$ cat config.mk
export PLATFORM = sky130hd
export DESIGN_NAME = pt_walker
export DESIGN_NICKNAME = d
export VERILOG_FILES = /design/src/rtl/pt_pkg.sv /design/src/rtl/pt_index.sv /design/src/rtl/pt_check.sv /design/src/rtl/pt_walker.sv
export SDC_FILE = /design/constraint.sdc
export NUM_CORES = 1
export LEC_CHECK = 0
export ABC_AREA = 0
export BUFFER_PORTS_ARGS = -buffer_cell sky130_fd_sc_hd__buf_2
export CAP_MARGIN = 0
export CELL_PAD_IN_SITES_DETAIL_PLACEMENT = 0
export CELL_PAD_IN_SITES_GLOBAL_PLACEMENT = 1
export CORE_ASPECT_RATIO = 1.4
export CORE_MARGIN = 5
export CORE_UTILIZATION = 39
export CTS_CLUSTER_DIAMETER = 120
export DETAILED_ROUTE_END_ITERATION = 10
export PLACE_DENSITY = 0.9
export SYNTH_ARGS = -nofsm -noshare
export SYNTH_HDL_FRONTEND = slang
export SYNTH_SLANG_ARGS = --single-unit
$ cat constraint.sdc
create_clock -name clk -period 4.6 [get_ports clk]
set_input_delay 0.23 -clock clk [delete_from_list [all_inputs] [get_ports clk]]
set_output_delay 0.23 -clock clk [all_outputs]
set_load 0.005 [all_outputs]
$ cat src/rtl/pt_pkg.sv
package pt_pkg;
  localparam int VA_W   = 48;
  localparam int PA_W   = 52;
  localparam int PTE_W  = 64;
  localparam int LEVELS = 4;
  localparam int IDX_W  = 9;
  localparam int OFF_W  = 12;
  localparam int LVL_W  = $clog2(LEVELS);
  localparam int PFN_W  = PA_W - OFF_W;

  localparam int BIT_PRES = 0;
  localparam int BIT_WR   = 1;
  localparam int BIT_USR  = 2;
  localparam int BIT_ACC  = 5;
  localparam int BIT_DRT  = 6;
  localparam int BIT_NOX  = 63;

  typedef enum logic [1:0] {
    CS_ABSENT = 2'd0,
    CS_WPROT  = 2'd1,
    CS_PRIV   = 2'd2,
    CS_NOEXEC = 2'd3
  } cause_e;

  typedef enum logic [2:0] {
    ST_IDLE,
    ST_RD,
    ST_RDW,
    ST_WB,
    ST_WBW,
    ST_RSP
  } walk_st_e;
endpackage

$ cat src/rtl/pt_index.sv
module pt_index #(
  parameter int VA_W   = 48,
  parameter int PA_W   = 52,
  parameter int LEVELS = 4,
  parameter int IDX_W  = 9,
  parameter int OFF_W  = 12,
  parameter int LVL_W  = 2
) (
  input  logic [VA_W-1:0]       vaddr,
  input  logic [LVL_W-1:0]      level,
  input  logic [PA_W-OFF_W-1:0] tbl_pfn,
  output logic [PA_W-1:0]       ent_addr
);
  localparam int SLOT_W = OFF_W - IDX_W;

  logic [IDX_W-1:0] idx_of [LEVELS];

  for (genvar g = 0; g < LEVELS; g++) begin : g_idx
    assign idx_of[g] = vaddr[OFF_W + (LEVELS-1-g)*IDX_W +: IDX_W];
  end

  assign ent_addr = {tbl_pfn, idx_of[level], {SLOT_W{1'b0}}};
endmodule

$ cat src/rtl/pt_check.sv
module pt_check
  import pt_pkg::*;
#(
  parameter int PTE_W = 64
) (
  input  logic [PTE_W-1:0] entry,
  input  logic             is_leaf,
  input  logic             acc_wr,
  input  logic             acc_usr,
  input  logic             acc_fetch,
  output logic             fault,
  output cause_e           cause,
  output logic [PTE_W-1:0] upd_entry,
  output logic             need_wb
);
  always_comb begin
    upd_entry          = entry;
    upd_entry[BIT_ACC] = 1'b1;
    if (acc_wr) upd_entry[BIT_DRT] = 1'b1;
    need_wb = (upd_entry != entry);

    fault = 1'b0;
    cause = CS_ABSENT;
    if (!entry[BIT_PRES]) begin
      fault = 1'b1;
      cause = CS_ABSENT;
    end else if (is_leaf) begin
      if (acc_usr && !entry[BIT_USR]) begin
        fault = 1'b1;
        cause = CS_PRIV;
      end else if (acc_wr && !entry[BIT_WR]) begin
        fault = 1'b1;
        cause = CS_WPROT;
      end else if (acc_fetch && entry[BIT_NOX]) begin
        fault = 1'b1;
        cause = CS_NOEXEC;
      end
    end
  end
endmodule

$ cat src/rtl/pt_walker.sv
module pt_walker
  import pt_pkg::*;
#(
  parameter int P_VA_W   = VA_W,
  parameter int P_PA_W   = PA_W,
  parameter int P_PTE_W  = PTE_W,
  parameter int P_LEVELS = LEVELS,
  parameter int P_IDX_W  = IDX_W,
  parameter int P_OFF_W  = OFF_W,
  parameter int P_LVL_W  = $clog2(P_LEVELS),
  parameter int P_PFN_W  = P_PA_W - P_OFF_W
) (
  input  logic               clk,
  input  logic               rst_n,
  input  logic               req_valid,
  input  logic [P_VA_W-1:0]  req_vaddr,
  input  logic               req_write,
  input  logic               req_user,
  input  logic               req_fetch,
  input  logic [P_PFN_W-1:0] root_pfn,
  output logic               busy,
  output logic               mem_req,
  output logic               mem_we,
  output logic [P_PA_W-1:0]  mem_addr,
  output logic [P_PTE_W-1:0] mem_wdata,
  input  logic               mem_rvalid,
  input  logic [P_PTE_W-1:0] mem_rdata,
  output logic               rsp_valid,
  output logic               rsp_fault,
  output logic [1:0]         rsp_cause,
  output logic [P_LVL_W-1:0] rsp_level,
  output logic [P_PA_W-1:0]  rsp_paddr,
  output logic [P_OFF_W-1:0] rsp_flags
);
  localparam logic [P_LVL_W-1:0] LAST_LVL = P_LVL_W'(P_LEVELS - 1);

  walk_st_e           st_q, st_d;
  logic [P_LVL_W-1:0] lvl_q, lvl_d;
  logic [P_PFN_W-1:0] tbl_q, tbl_d;
  logic [P_VA_W-1:0]  va_q;
  logic               wr_q, usr_q, fet_q;
  logic [P_PTE_W-1:0] ent_q, ent_d;
  logic               flt_q, flt_d;
  cause_e             cs_q, cs_d;
  logic               ld_req;

  logic               chk_fault;
  cause_e             chk_cause;
  logic [P_PTE_W-1:0] chk_upd;
  logic               chk_wb;

  pt_index #(
    .VA_W(P_VA_W), .PA_W(P_PA_W), .LEVELS(P_LEVELS),
    .IDX_W(P_IDX_W), .OFF_W(P_OFF_W), .LVL_W(P_LVL_W)
  ) u_index (
    .vaddr   (va_q),
    .level   (lvl_q),
    .tbl_pfn (tbl_q),
    .ent_addr(mem_addr)
  );

  pt_check #(.PTE_W(P_PTE_W)) u_check (
    .entry    (mem_rdata),
    .is_leaf  (lvl_q == LAST_LVL),
    .acc_wr   (wr_q),
    .acc_usr  (usr_q),
    .acc_fetch(fet_q),
    .fault    (chk_fault),
    .cause    (chk_cause),
    .upd_entry(chk_upd),
    .need_wb  (chk_wb)
  );

  // next-state logic
  always_comb begin
    st_d   = st_q;
    lvl_d  = lvl_q;
    tbl_d  = tbl_q;
    ent_d  = ent_q;
    flt_d  = flt_q;
    cs_d   = cs_q;
    ld_req = 1'b0;
    unique case (st_q)
      ST_IDLE: begin
        if (req_valid) begin
          ld_req = 1'b1;
          lvl_d  = '0;
          tbl_d  = root_pfn;
          flt_d  = 1'b0;
          cs_d   = CS_ABSENT;
          st_d   = ST_RD;
        end
      end
      ST_RD:  st_d = ST_RDW;
      ST_RDW: begin
        if (mem_rvalid) begin
          if (chk_fault) begin
            flt_d = 1'b1;
            cs_d  = chk_cause;
            ent_d = mem_rdata;
            st_d  = ST_RSP;
          end else if (lvl_q != LAST_LVL) begin
            tbl_d = mem_rdata[P_PA_W-1:P_OFF_W];
            lvl_d = lvl_q + 1'b1;
            st_d  = ST_RD;
          end else begin
            ent_d = chk_upd;
            st_d  = chk_wb ? ST_WB : ST_RSP;
          end
        end
      end
      ST_WB:  st_d = ST_WBW;
      ST_WBW: if (mem_rvalid) st_d = ST_RSP;
      ST_RSP: st_d = ST_IDLE;
      default: st_d = ST_IDLE;
    endcase
  end

  // state registers
  always_ff @(posedge clk or negedge rst_n) begin
    if (!rst_n) begin
      st_q  <= ST_IDLE;
      lvl_q <= '0;
      tbl_q <= '0;
      ent_q <= '0;
      flt_q <= 1'b0;
      cs_q  <= CS_ABSENT;
    end else begin
      st_q  <= st_d;
      lvl_q <= lvl_d;
      tbl_q <= tbl_d;
      ent_q <= ent_d;
      flt_q <= flt_d;
      cs_q  <= cs_d;
    end
  end

  // request capture, enabled on acceptance
  always_ff @(posedge clk or negedge rst_n) begin
    if (!rst_n) begin
      va_q  <= '0;
      wr_q  <= 1'b0;
      usr_q <= 1'b0;
      fet_q <= 1'b0;
    end else if (ld_req) begin
      va_q  <= req_vaddr;
      wr_q  <= req_write;
      usr_q <= req_user;
      fet_q <= req_fetch;
    end
  end

  assign busy      = (st_q != ST_IDLE);
  assign mem_req   = (st_q == ST_RD) || (st_q == ST_WB);
  assign mem_we    = (st_q == ST_WB);
  assign mem_wdata = ent_q;
  assign rsp_valid = (st_q == ST_RSP);
  assign rsp_fault = flt_q;
  assign rsp_cause = cs_q;
  assign rsp_level = lvl_q;
  assign rsp_paddr = {ent_q[P_PA_W-1:P_OFF_W], va_q[P_OFF_W-1:0]};
  assign rsp_flags = ent_q[P_OFF_W-1:0];
endmodule

==> impl_metrics.yaml <==
cells_and_area:
  syn2layout_area_growth_pct: 27.6
  utilization_pct: 50.6
  final_cells: 1099
  layout-drive-gt1-share_pct: 60.8
  n_antenna_cell: 0
  fill_cells: 1696
  nets: 1002
clock_tree:
  cts_max_path_buffers: 2
  clock_latency_ns: 0.42
  cts_tree: "built"
  htree_levels: 4
  cts.sinks: 163
  cts-root-buf: "clkbuf_16"
  path_clk_slew_ns: 0.07
  cts_made_buffers: 17
  post_cts_resized: 0
power_and_ir_drop:
  power_frac_clock_pct: 20.9
  p_comb_share_pct: 39.8
  intPower_mw: 4.32
  p_sw_mw: 2.33
  swShare_pct: 35.0
  peakVddDrop_mv: 0.348
  power.density_mw_per_mm2: 703
  p_seq_share_pct: 39.3
  p_leak_nw: 4.56
critical_path:
  arrival_ns: 3.28
  critical_path_class: "flop to flop"
  r2r_cells: 4
  crit_required_ns: 4.91
  end_kind: "flop"
  crit_start: "rsp_level[0]"
  r2r-start: "rsp_level[0]"
  timing.rr.end: "mem_wdata[62]"
  cp-start-kind: "flop"
  ff2ff_setup_slack_ns: 1.63
  path_max_fanout: 65
detailed_routing:
  viasPerCell: 4.82
  drt_iter0_drc: 149
  post-route-drc-count: 0
  final_antenna_net_count: 0
  drt_wl_total_mm: 19.0
  post_drt_wl_per_cell_um: 17.2
  drt_first_pass_iters: 6
  route.vias.total: 5295
floorplanning:
  num_io_pins: 348
  initial_core_util_pct: 39.7
  core_area_mm2: 0.0187
  rows: 59
  die_area_mm2: 0.0219
  die-height_um: 173
  fp.dieW_um: 127
logic_synthesis:
  yosysWarnings: 0
  yosysSeqAreaShare_pct: 55.0
  avgSynthCellArea_um2: 13.1
  ys_types: 37
  ys_ff_latch: 163
  synth.cell_area_mm2: 0.00741
  synth_cells: 568
sta:
  rsz0062_at_grt: "no"
  timing_hold_violations_final: 0
  setup-violations-final: 0
  slew_violations: 0
  fin_ws_ns: 1.63
  finalCriticalPeriod_ns: 2.97
  hold_slack_ns: 0.0281
  fmax_mhz: 336
  tightest_slew_ns: 0.997
  fin_worst_skew_ns: 0.00944
  layout_worst_path_cycle_share_pct: 64.6
  slew_headroom_pct: 33.5
  tns_ns: 0
global_routing:
  grt_pass1_wl_mm: 29.8
  grt_usage_pct: 17.0
  antenna_found_initial: 2
  grt_pass1_vias: 5564
  grt_start_max_net_pins: 80
  overflow: 0
hold_path:
  hp-class: "input port to flop"
  hold_start: "req_vaddr[21]"
  min_path_cells: 2
  worstHoldEndpoint: "va_q[21]"
placement:
  dpl.hpwl_mm: 14.2
  dp_slack_ns: 1.50
  port_buffers: 344
  numPlacedInstances: 1065
  gp_congestion: 0.758
flow_run:
  cap_violations: 0
run_status:
  outcome: "completed"
-- power by group through the flow --
stage	clock network [mW]	registers (mW)	logic (mW)
floorplan	0	2.55	1.91
global placement	0	2.61	2.64
detailed placement	0	2.64	2.70
CTS	1.44	2.62	2.71
global route	1.50	2.72	2.90
finish	1.39	2.61	2.65
-- sequential cells by signal, indices dropped and copies added (netlist names) --
register and flops:
fet_q 1, mem_wdata 64, rsp_cause 2, rsp_fault 1, rsp_level 2, st_q 3, tbl_q 40, usr_q 1
va_q 48, wr_q 1
-- worst max-delay path: stages (launching register included) --
cell and delay (ns):
dfrtp_1 0.80, ha_1 0.40, nand2b_1 0.26, nand3_4 0.71
mux2_2 0.59
-- final cells by class --
type                    instances  area (um2)  share of cell area, %
inverters                       5        18.8                  0.198
clock inverters                15         161                   1.71
multi-input cells             303        2670                   28.3
repair buffers                352        1790                   19.0
clock buffers                  17         425                   4.50
well taps                     244         305                   3.23
flip-flops and latches        163        4080                   43.1
-- placed cells by master (no fill, tap or decap), types with 2 or more instances in the layout --
cell | synthesis | final
mux2_2 | 113 | 113
dfrtp_1 | 163 | 163
nand2_1 | 7 | 7
clkinv_8 | 0 | 3
inv_6 | 0 | 3
nand2b_1 | 2 | 2
a21oi_1 | 33 | 33
mux4_2 | 9 | 9
inv_8 | 0 | 5
a21oi_2 | 10 | 10
nor2b_1 | 3 | 3
dlygate4sd3_1 | 0 | 2
buf_4 | 73 | 6
and2_1 | 2 | 2
mux2i_1 | 44 | 44
buf_2 | 23 | 343
o21ai_0 | 6 | 6
inv_1 | 5 | 5
clkbuf_16 | 0 | 17
nor4_1 | 2 | 2
clkinv_4 | 0 | 2
a31oi_1 | 5 | 5
nor2_1 | 47 | 47
conb_1 | 1 | 3
-- synth_stat cells --
cell	n	area (um2)
o21ai_0	6	30.0
nand2b_1	2	12.5
conb_1	1	3.75
a21oi_1	33	165
nor3b_1	1	7.51
nor2b_1	3	18.8
mux4_2	9	203
nand3_1	2	10.0
or3_1	1	6.26
ha_1	1	12.5
o2111a_1	1	11.3
o21ba_2	1	10.0
buf_6	1	11.3
nor2_1	47	176
or3b_2	1	8.76
nand4_1	1	6.26
nor4_1	2	12.5
buf_2	23	115
o211ai_1	1	7.51
nor3_1	1	5.00
mux2_2	113	1270
a2111oi_2	1	15.0
inv_1	5	18.8
and3_1	1	6.26
dfrtp_1	163	4080
buf_1	1	3.75
mux2i_1	44	440
a31oi_1	5	31.3
and2_1	2	12.5
o22ai_1	1	6.26
a311oi_1	1	8.76
nor3b_2	1	12.5
buf_4	73	548
a21oi_2	10	87.6
o31ai_1	1	7.51
nand2_1	7	26.3
clkbuf_1	1	3.75
-- per-stage QoR --
stage          instance area [um2]  total power, mW
3_3_place_gp                  8850             5.25
3_5_place_dp                  8850             5.35
4_1_cts                       9460             6.77
2_1_floorplan                 7420             4.45
6_report                      9460             6.65
5_1_grt                       9460             7.12
-- what timing repair did --
item | 4_1_cts | 5_1_grt
setup buffers | 0 | 0
endpoints found under the hold margin | 78 | 0
hold buffers | 2 | 0
-- worst max path at each step --
| stage | end | slack [ns] | cells after the start |
|---|---|---|---|
| 3_5_place_dp | mem_wdata[6] | 1.50 | 5 |
| 6_report | mem_wdata[62] | 1.63 | 4 |
| 4_1_cts | mem_wdata[6] | 1.50 | 5 |
| 2_1_floorplan | tbl_q[17] | 2.80 | 6 |
| 3_3_place_gp | mem_wdata[6] | 1.55 | 5 |
| 5_1_grt | mem_wdata[6] | 1.38 | 5 |
-- logic make-up (layout without fill, tap and decap cells) --
family | count (synthesis) | in the layout | synth area share, %
fa+ha+maj | 1 | 1 | 0.169
simple gates | 72 | 72 | 4.34
other cells | 1 | 3 | 0.0506
mux | 166 | 166 | 25.8
compound gates | 61 | 61 | 5.13
buf+inv | 104 | 389 | 9.45
flops | 163 | 163 | 55.0
-- routing by layer --
| layer | GRT usage (%) | vias to the layer above | routed length, um |
|---|---|---|---|
| met2 | 30.3 | 225 | 9890 |
| met1 | 18.4 | 2584 | 6950 |
| li1 | - | 2461 | - |
| met5 | 0 | - | 18 |
| met3 | 7.01 | 21 | 1830 |
| met4 | 4.61 | 4 | 267 |
No activity file was read; power rests on OpenSTA's default activity.
